===== config.mk =====
export PLATFORM = sky130hd
export DESIGN_NAME = oneshot_delay_pulse
export DESIGN_NICKNAME = d
export VERILOG_FILES = /design/src/rtl/osp_pkg.sv /design/src/rtl/osp_edge_detect.sv /design/src/rtl/osp_down_counter.sv /design/src/rtl/osp_pulse_out.sv /design/src/rtl/oneshot_delay_pulse.sv
export SDC_FILE = /design/constraint.sdc
export NUM_CORES = 1
export LEC_CHECK = 0
export ABC_AREA = 1
export BUFFER_PORTS_ARGS = -buffer_cell sky130_fd_sc_hd__buf_4
export CAP_MARGIN = 20
export CORE_ASPECT_RATIO = 1.4
export CORE_UTILIZATION = 45
export CTS_BUF_LIST = sky130_fd_sc_hd__clkbuf_8
export DETAILED_ROUTE_END_ITERATION = 12
export PLACE_DENSITY = 0.66
export SLEW_MARGIN = 10
export SYNTH_ARGS = -nofsm -noshare
export SYNTH_HDL_FRONTEND = slang
export SYNTH_SLANG_ARGS = --single-unit
export TNS_END_PERCENT = 5

===== constraint.sdc =====
create_clock -name clk -period 2 [get_ports clk]
set_clock_uncertainty 0.05 [all_clocks]
set_input_delay 0.4 -clock clk [delete_from_list [all_inputs] [get_ports clk]]
set_output_delay 0.4 -clock clk [all_outputs]
set_load 0.01 [all_outputs]

===== src/rtl/osp_pkg.sv =====
package osp_pkg;

  typedef enum logic [1:0] {
    EDGE_FALL = 2'b00,
    EDGE_RISE = 2'b01,
    EDGE_BOTH = 2'b10,
    EDGE_NONE = 2'b11
  } edge_sel_e;

  localparam int unsigned NUM_CH = 2;
  localparam int unsigned CH_DLY = 0;
  localparam int unsigned CH_WID = 1;

endpackage


===== src/rtl/osp_edge_detect.sv =====
module osp_edge_detect
  import osp_pkg::*;
#(
  parameter int unsigned SYNC_STAGES = 2
) (
  input  logic      clk,
  input  logic      rst_n,
  input  logic      pin,
  input  edge_sel_e sel,
  output logic      hit
);

  logic [SYNC_STAGES-1:0] sync_q;
  logic                   prev_q;
  logic                   rise;
  logic                   fall;

  // Synchronizer chain followed by one history flop for edge detection.
  always_ff @(posedge clk or negedge rst_n) begin
    if (!rst_n) begin
      sync_q <= '0;
      prev_q <= 1'b0;
    end else begin
      sync_q <= {sync_q[SYNC_STAGES-2:0], pin};
      prev_q <= sync_q[SYNC_STAGES-1];
    end
  end

  assign rise =  sync_q[SYNC_STAGES-1] & ~prev_q;
  assign fall = ~sync_q[SYNC_STAGES-1] &  prev_q;

  always_comb begin
    unique case (sel)
      EDGE_FALL: hit = fall;
      EDGE_RISE: hit = rise;
      EDGE_BOTH: hit = rise | fall;
      default:   hit = 1'b0;
    endcase
  end

endmodule


===== src/rtl/osp_down_counter.sv =====
module osp_down_counter #(
  parameter int unsigned WIDTH = 16
) (
  input  logic             clk,
  input  logic             rst_n,
  input  logic             run,
  input  logic             clr,
  input  logic             load,
  input  logic [WIDTH-1:0] load_val,
  output logic [WIDTH-1:0] count,
  output logic             busy,
  output logic             done
);

  logic [WIDTH-1:0] cnt_q;
  logic             busy_q;

  // clr drops the busy flag but keeps the count; run gates all counting.
  always_ff @(posedge clk or negedge rst_n) begin
    if (!rst_n) begin
      cnt_q  <= '0;
      busy_q <= 1'b0;
    end else if (clr) begin
      busy_q <= 1'b0;
    end else if (load) begin
      cnt_q  <= load_val;
      busy_q <= 1'b1;
    end else if (run && busy_q) begin
      if (cnt_q == '0) busy_q <= 1'b0;
      else             cnt_q  <= cnt_q - WIDTH'(1);
    end
  end

  assign count = cnt_q;
  assign busy  = busy_q;
  assign done  = run & busy_q & (cnt_q == '0);

endmodule


===== src/rtl/osp_pulse_out.sv =====
module osp_pulse_out (
  input  logic clk,
  input  logic rst_n,
  input  logic set,
  input  logic clr,
  input  logic pol,
  input  logic oe,
  input  logic lvl,
  output logic pulse_q,
  output logic pin
);

  logic act_q;

  // Holds its level unless the width channel loads or expires.
  always_ff @(posedge clk or negedge rst_n) begin
    if (!rst_n)   act_q <= 1'b0;
    else if (set) act_q <= 1'b1;
    else if (clr) act_q <= 1'b0;
  end

  assign pulse_q = act_q;
  assign pin     = oe ? (act_q ^ pol) : lvl;

endmodule


===== src/rtl/oneshot_delay_pulse.sv =====
module oneshot_delay_pulse
  import osp_pkg::*;
#(
  parameter int unsigned WIDTH       = 16,
  parameter int unsigned SYNC_STAGES = 2
) (
  input  logic             clk,
  input  logic             rst_n,
  input  logic             trig_pin,
  input  logic             edge_sel_we,
  input  logic [1:0]       edge_sel_wd,
  input  logic             run_start,
  input  logic             run_stop,
  input  logic             sw_kick,
  input  logic             dly_we,
  input  logic [WIDTH-1:0] dly_wd,
  input  logic             wid_we,
  input  logic [WIDTH-1:0] wid_wd,
  input  logic             pol_we,
  input  logic             pol_wd,
  input  logic             oe_we,
  input  logic             oe_wd,
  input  logic             lvl_we,
  input  logic             lvl_wd,
  output logic [1:0]       en_o,
  output logic [WIDTH-1:0] mst_count,
  output logic [WIDTH-1:0] slv_count,
  output logic             mst_irq,
  output logic             pulse_out
);

  logic [NUM_CH-1:0] en_q;
  edge_sel_e         edge_sel_q;
  logic [WIDTH-1:0]  rl_q     [NUM_CH];
  logic              pol_q;
  logic              oe_q;
  logic              lvl_q;
  logic              running;
  logic              edge_hit;
  logic              trig_ok;
  logic              pulse_q;
  logic [NUM_CH-1:0] cnt_load;
  logic [NUM_CH-1:0] cnt_busy;
  logic [NUM_CH-1:0] cnt_done;
  logic [WIDTH-1:0]  cnt_val  [NUM_CH];

  assign running = |en_q;

  // Enable bits: both channels start and stop together, stop has priority.
  always_ff @(posedge clk or negedge rst_n) begin
    if (!rst_n)         en_q <= '0;
    else if (run_stop)  en_q <= '0;
    else if (run_start) en_q <= '1;
  end

  // Settings that may change at any time.
  always_ff @(posedge clk or negedge rst_n) begin
    if (!rst_n) begin
      edge_sel_q <= EDGE_FALL;
      oe_q       <= 1'b0;
      lvl_q      <= 1'b0;
    end else begin
      if (edge_sel_we) edge_sel_q <= edge_sel_e'(edge_sel_wd);
      if (oe_we)       oe_q       <= oe_wd;
      if (lvl_we)      lvl_q      <= lvl_wd;
    end
  end

  // Settings locked while either channel is enabled.
  always_ff @(posedge clk or negedge rst_n) begin
    if (!rst_n) begin
      rl_q[CH_DLY] <= '0;
      rl_q[CH_WID] <= '0;
      pol_q        <= 1'b0;
    end else if (!running) begin
      if (dly_we) rl_q[CH_DLY] <= dly_wd;
      if (wid_we) rl_q[CH_WID] <= wid_wd;
      if (pol_we) pol_q        <= pol_wd;
    end
  end

  osp_edge_detect #(
    .SYNC_STAGES(SYNC_STAGES)
  ) u_edge (
    .clk  (clk),
    .rst_n(rst_n),
    .pin  (trig_pin),
    .sel  (edge_sel_q),
    .hit  (edge_hit)
  );

  // An event is taken only when armed and idle, with no strobe this cycle.
  assign trig_ok = en_q[CH_DLY] & ~run_start & ~run_stop & ~|cnt_busy
                 & (sw_kick | edge_hit);

  assign cnt_load[CH_DLY] = trig_ok;
  assign cnt_load[CH_WID] = cnt_done[CH_DLY];

  for (genvar ch = 0; ch < NUM_CH; ch++) begin : g_ch
    osp_down_counter #(
      .WIDTH(WIDTH)
    ) u_cnt (
      .clk     (clk),
      .rst_n   (rst_n),
      .run     (en_q[ch]),
      .clr     (run_start),
      .load    (cnt_load[ch]),
      .load_val(rl_q[ch]),
      .count   (cnt_val[ch]),
      .busy    (cnt_busy[ch]),
      .done    (cnt_done[ch])
    );
  end

  osp_pulse_out u_out (
    .clk    (clk),
    .rst_n  (rst_n),
    .set    (cnt_done[CH_DLY]),
    .clr    (cnt_done[CH_WID]),
    .pol    (pol_q),
    .oe     (oe_q),
    .lvl    (lvl_q),
    .pulse_q(pulse_q),
    .pin    (pulse_out)
  );

  assign en_o      = en_q;
  assign mst_count = cnt_val[CH_DLY];
  assign slv_count = cnt_val[CH_WID];
  assign mst_irq   = cnt_done[CH_DLY];

endmodule


### Yosys cells after proc, flatten, opt, wreduce, memory -nomap -nowiden

Cells that the tools add are included.

* bitwise operators: 18
* mux-type cells: 20
* $add $sub $neg: 2
* equality and inequality tests: 4
* reductions and logical operators: 23

Operators with widths (number)
* 16-bit 2-to-1 mux: 6
* 16-bit logical NOT: 2
* 16-bit by 1-bit subtractor with 16-bit output (second input constant): 2
* 3-bit nonzero test: 4
* 1-bit 2-to-1 mux: 11
* 1-bit AND: 10
* 2-bit AND reduction: 5
* 2-bit nonzero test: 4
* 3-bit AND reduction: 2
* 1-bit inverter: 5
* 2-bit 2-to-1 mux: 2
* 2-bit OR reduction: 2
* 1-bit case mux with 3 select lines: 1
* 2-bit by 1-bit equality test with 1-bit output (second input constant): 1
* 2-bit equality test (second input constant): 1
* 1-bit logical AND: 2
* 2-bit logical NOT: 1
* 2-bit by 1-bit inequality test with 1-bit output (second input constant): 1
* 2-bit inequality test (second input constant): 1
* 1-bit OR: 2
* 1-bit logical NOT: 1
* 1-bit XOR: 1

* register bits: 77

### Depth between registers and ports, before layout

* depth in word-level cells: 8
* depth in mapped cells: 13
* depth with buffers taken out: 12

### Modules after synthesis

From an unflattened synthesis, not the netlist that was laid out.

* cell total of the unflattened synthesis: 604
* area, all modules: 4262.8 µm²

By module, submodules not included
* osp_down_counter: times used 2, cells each 204, area each 1285.0 µm²
* oneshot_delay_pulse: times used 1, cells each 172, area each 1483.9 µm²
* osp_edge_detect: times used 1, cells each 14, area each 145.1 µm²
* osp_pulse_out: times used 1, cells each 10, area each 63.8 µm²

### Worst setup path after synthesis

Ideal clock, no wire load.

* path kind: reg2out
* start point: reg g_ch[0].u_cnt.cnt_q[0]
* end point: out mst_irq
* path buffers: 0
* data arrival time: 1.454 ns
* data required time: 1.550 ns
* slack: 0.096 ns
* cell stages (with the launch flop): 9
* path through: dfrtp_1 -> inv_1 -> ha_1 -> inv_1 -> nor2_1 -> nand3_1 -> nor2_2 -> nand3_2 -> nor2_1

* cells in the longest elaborated chain, start to end: 2

Ends and longest elaborated chain
* start: declaration: RTL line osp_down_counter.sv:15 `logic [WIDTH-1:0] cnt_q;`
* start signal: assignment: RTL line osp_down_counter.sv:26 `cnt_q <= load_val;`
* start signal: assignment: RTL line osp_down_counter.sv:30 `else cnt_q <= cnt_q - WIDTH'(1);`
* 16-bit logical NOT: RTL line osp_down_counter.sv:36 `assign done = run & busy_q & (cnt_q == '0);`
* 1-bit AND: RTL line osp_down_counter.sv:36
* end: declaration: RTL line oneshot_delay_pulse.sv:28 `output logic mst_irq,`

No other way between the ends.

### Worst setup path after layout

Same ends and word-level chain as after synthesis.

==> impl_metrics.env <==
export IMPL_status="finished, violations left"
export IMPL_violations="negative setup slack"
export IMPL_drc=0
export IMPL_syn_area_um2=4182
export IMPL_drt_iter0_drc=115
export IMPL_cts_buffer_depth=2
export IMPL_grt_pass1_vias=3875
export IMPL_nFillCells=825
export IMPL_fmax_mhz=477.1
export IMPL_critPathSlowestCell="dfrtp_1"
export IMPL_synth_area_leaders="dfrtp_1 45%, nand2_1 19%, mux2_2 8.3%"
export IMPL_multi_input_area_um2=2071
export IMPL_synth_enable_flop_cells=0
export IMPL_wl_per_cell_um=13.26
export IMPL_synthFlopType="dfrtp_1"
export IMPL_place_congestion=0.8935
export IMPL_crit_arrival_ps=1650
export IMPL_cp_buffers_inverters=3
export IMPL_ir_drop_mv=0.7195
export IMPL_fp_dieH_um=116.1
export IMPL_grt_pass1_wl_mm=17.37
export IMPL_design_area_um2=5355
export IMPL_crit_path_end_kind="output pin"
export IMPL_reg2reg_slack_ps=110
export IMPL_cts_reportedPaths_clkPinSlew_ps=70
export IMPL_power_leakage_nw=2.919
export IMPL_postPlaceCellArea_um2=5047
export IMPL_max_stage_delay_ps=400
export IMPL_antenna_found_initial=0
export IMPL_worstPathRequired_ps=1550
export IMPL_grt_max_degree=35
export IMPL_htreeDepth=3
export IMPL_synth_cells=543
export IMPL_p_per_area_nw_per_um2=974.5
export IMPL_clock_latency_ps=350
export IMPL_startpoint_type="flop"
export IMPL_ys_warn_count=0
export IMPL_crit_chain="inv_2 > ha_4 > inv_4 > nor2_4 > nand3_2 > nor2_4 > nand3_2 > nor2_2 > buf_6"
export IMPL_reg2reg_depth=12
export IMPL_cts_tree="done"
export IMPL_worstMarginPinSlew_ps=420.2
export IMPL_drv_slew=0
export IMPL_min_period_ps=2096
export IMPL_syn_num_nets=597
export IMPL_finalCritPeriodShare_pct=104.8
export IMPL_die_x_um=83.47
export IMPL_n_antenna_cell=0
export IMPL_area_growth_pct=28.07
export IMPL_syn_avg_cell_area_um2=7.701
export IMPL_yosysUniqueCellTypes=27
export IMPL_die_area_um2=9687
export IMPL_route_detailed_vias_per_inst=5.047
export IMPL_slew_headroom_pct=71.95
export IMPL_synth_seq_area_share_pct=45.48
export IMPL_yosysTopAreaCell="dfrtp_1"
export IMPL_synth_seq_cells=76
export IMPL_worstHoldPathCells=1
export IMPL_setup_violations=1
export IMPL_grt_remaining_overflow=0
export IMPL_numCtsBuffers=9
export IMPL_ioPinCount=85
export IMPL_wl_mm=10.16
export IMPL_synth_top_area_share_pct=45.48
export IMPL_dpl_hpwl_mm=7.530
export IMPL_drive_gt1_share_pct=27.47
export IMPL_hold_violations=0
export IMPL_rsz0062_at_grt="true"
export IMPL_rows=41
export IMPL_port_buffers=84
export IMPL_antenna_left=0
export IMPL_critical_path_max_fanout=2
export IMPL_drtPass1Iterations=4
export IMPL_reg2reg_from="g_ch[0].u_cnt.count[0]"
export IMPL_rr_endpoint="g_ch[0].u_cnt.count[3]"
export IMPL_ys_async_sr_fraction_pct=100.0
export IMPL_cts_sinks=76
export IMPL_grt_usage_pct=22.68
export IMPL_min_path_type="in -> reg"
export IMPL_crit_type="reg -> out"
export IMPL_setup_ws_ps=-96.02
export IMPL_cp_top_family="simple AND/OR/NAND/NOR gates"
export IMPL_hp_start="trig_pin"
export IMPL_core_area_um2=9029
export IMPL_initial_core_util_pct=46.31
export IMPL_pre_cts_ws_ps=-12.47
export IMPL_root_buffer="clkbuf_8"
export IMPL_vias=3866
export IMPL_ff_latch_area_um2=1902
export IMPL_maxCapViolations=0
export IMPL_worstHoldEndpoint="u_edge.sync_q[0]"
export IMPL_nets=708
-- registers in the layout (all words and copies together) (netlist names) --
| name | count |
|---|---|
| pol_q | 1 |
| g_ch.u_cnt.count | 32 |
| g_ch.u_cnt.busy | 2 |
| oe_q | 1 |
| u_edge.sync_q | 2 |
| en_o | 1 |
| u_out.pulse_q | 1 |
| edge_sel_q | 2 |
| u_edge.prev_q | 1 |
| lvl_q | 1 |
| rl_q | 32 |
-- cell usage in the layout (no fill, tap or decap) --
master / count
nand4_1: 3
nor2_1: 49
inv_1: 49
buf_12: 2
clkinv_2: 2
bufinv_16: 1
nand3_1: 39
nor2_4: 5
xnor2_1: 2
nor2_2: 5
ha_4: 1
o21ai_1: 3
buf_4: 110
o21ai_0: 16
dfrtp_1: 76
nor3_1: 2
nand3_2: 2
inv_4: 1
xor2_1: 7
mux2_2: 31
or2_2: 1
ha_1: 4
dlygate4sd3_1: 1
and2_1: 1
buf_6: 1
nand2_1: 216
clkbuf_8: 9
nand2_2: 6
a21oi_1: 5
inv_2: 2
nand3b_1: 4
a31oi_1: 1
nand3_4: 2
-- logic make-up after synthesis --
logic type               count (synthesis)  synth area share [%]
AO/OA/AOI/OAI                           25                 3.022
XOR/XNOR                                 9                 1.885
adder cells (fa/ha/maj)                  5                 1.496
buffers and inverters                   62                 6.433
flip-flops                              76                 45.48
multiplexers                            31                 8.348
AND/OR/NAND/NOR                        335                 33.33
-- report_power, final --
group / switching (mW) / internal, mW
registers: 0.269 / 1.79
clock network: 0.549 / 0.553
logic: 1.09 / 0.964
total: 1.91 / 3.31
-- per-layer routing --
metal / global-route usage [%] / wire, um / vias up
li1: - / - / 1928
met1: 24.70 / 4036 / 1824
met2: 43.39 / 5546 / 91
met3: 2.920 / 300 / 23
met4: 11.30 / 272 / 0
met5: 0 / 0 / -
-- cell usage after synthesis (4+ instances only) --
library cell / count
nand3b_1: 4
dfrtp_1: 76
ha_1: 5
o21ai_0: 16
nand2_1: 217
nand2_2: 5
nor2_1: 53
buf_2: 5
buf_4: 4
a21oi_1: 5
xor2_1: 7
nor2_2: 4
mux2_2: 31
nand3_1: 40
inv_1: 47
-- repair_timing --
| action | 4_1_cts | 5_1_grt |
|---|---|---|
| gates resized for setup | 11 | 8 |
| setup buffers | 6 | 1 |
| hold buffers | 1 | 0 |
| hold endpoints to repair | 18 | 0 |
| pin swaps | 5 | 5 |
| endpoints found under the setup margin | 3 | 31 |
-- stage by stage --
stage	utilization [%]	total power, mW	TNS (ps)	hold WS [ps]	instances
after detailed placement	55.90	3.932	-12.47	251.2	742
after global routing	59.31	5.584	-482.2	96.60	766
final	59.31	5.219	-96.02	102.7	766
after global placement	55.90	3.906	0	246.1	742
after CTS	58.86	5.192	-192.0	87.52	765
after floorplan	-	3.140	0	54.41	543
-- worst max path at each step --
stage	cells after the start	start	endpoint
after global routing	9	g_ch[0].u_cnt.count[0]	mst_irq
after floorplan	8	g_ch[0].u_cnt.count[0]	mst_irq
after detailed placement	9	g_ch[0].u_cnt.count[0]	mst_irq
after global placement	9	g_ch[0].u_cnt.count[0]	mst_irq
final	9	g_ch[0].u_cnt.count[0]	mst_irq
after CTS	9	g_ch[0].u_cnt.count[1]	mst_irq
-- area by class of cell --
| cell class | count | area share, % |
|---|---|---|
| multi-input cells | 405 | 38.67 |
| flip-flops and latches | 76 | 35.51 |
| repair buffers | 114 | 16.57 |
| inverters | 48 | 3.435 |
| well taps | 107 | 2.500 |
| clock buffers | 9 | 2.313 |
| clock inverters | 7 | 1.005 |
No activity file was read; power rests on OpenSTA's default activity.
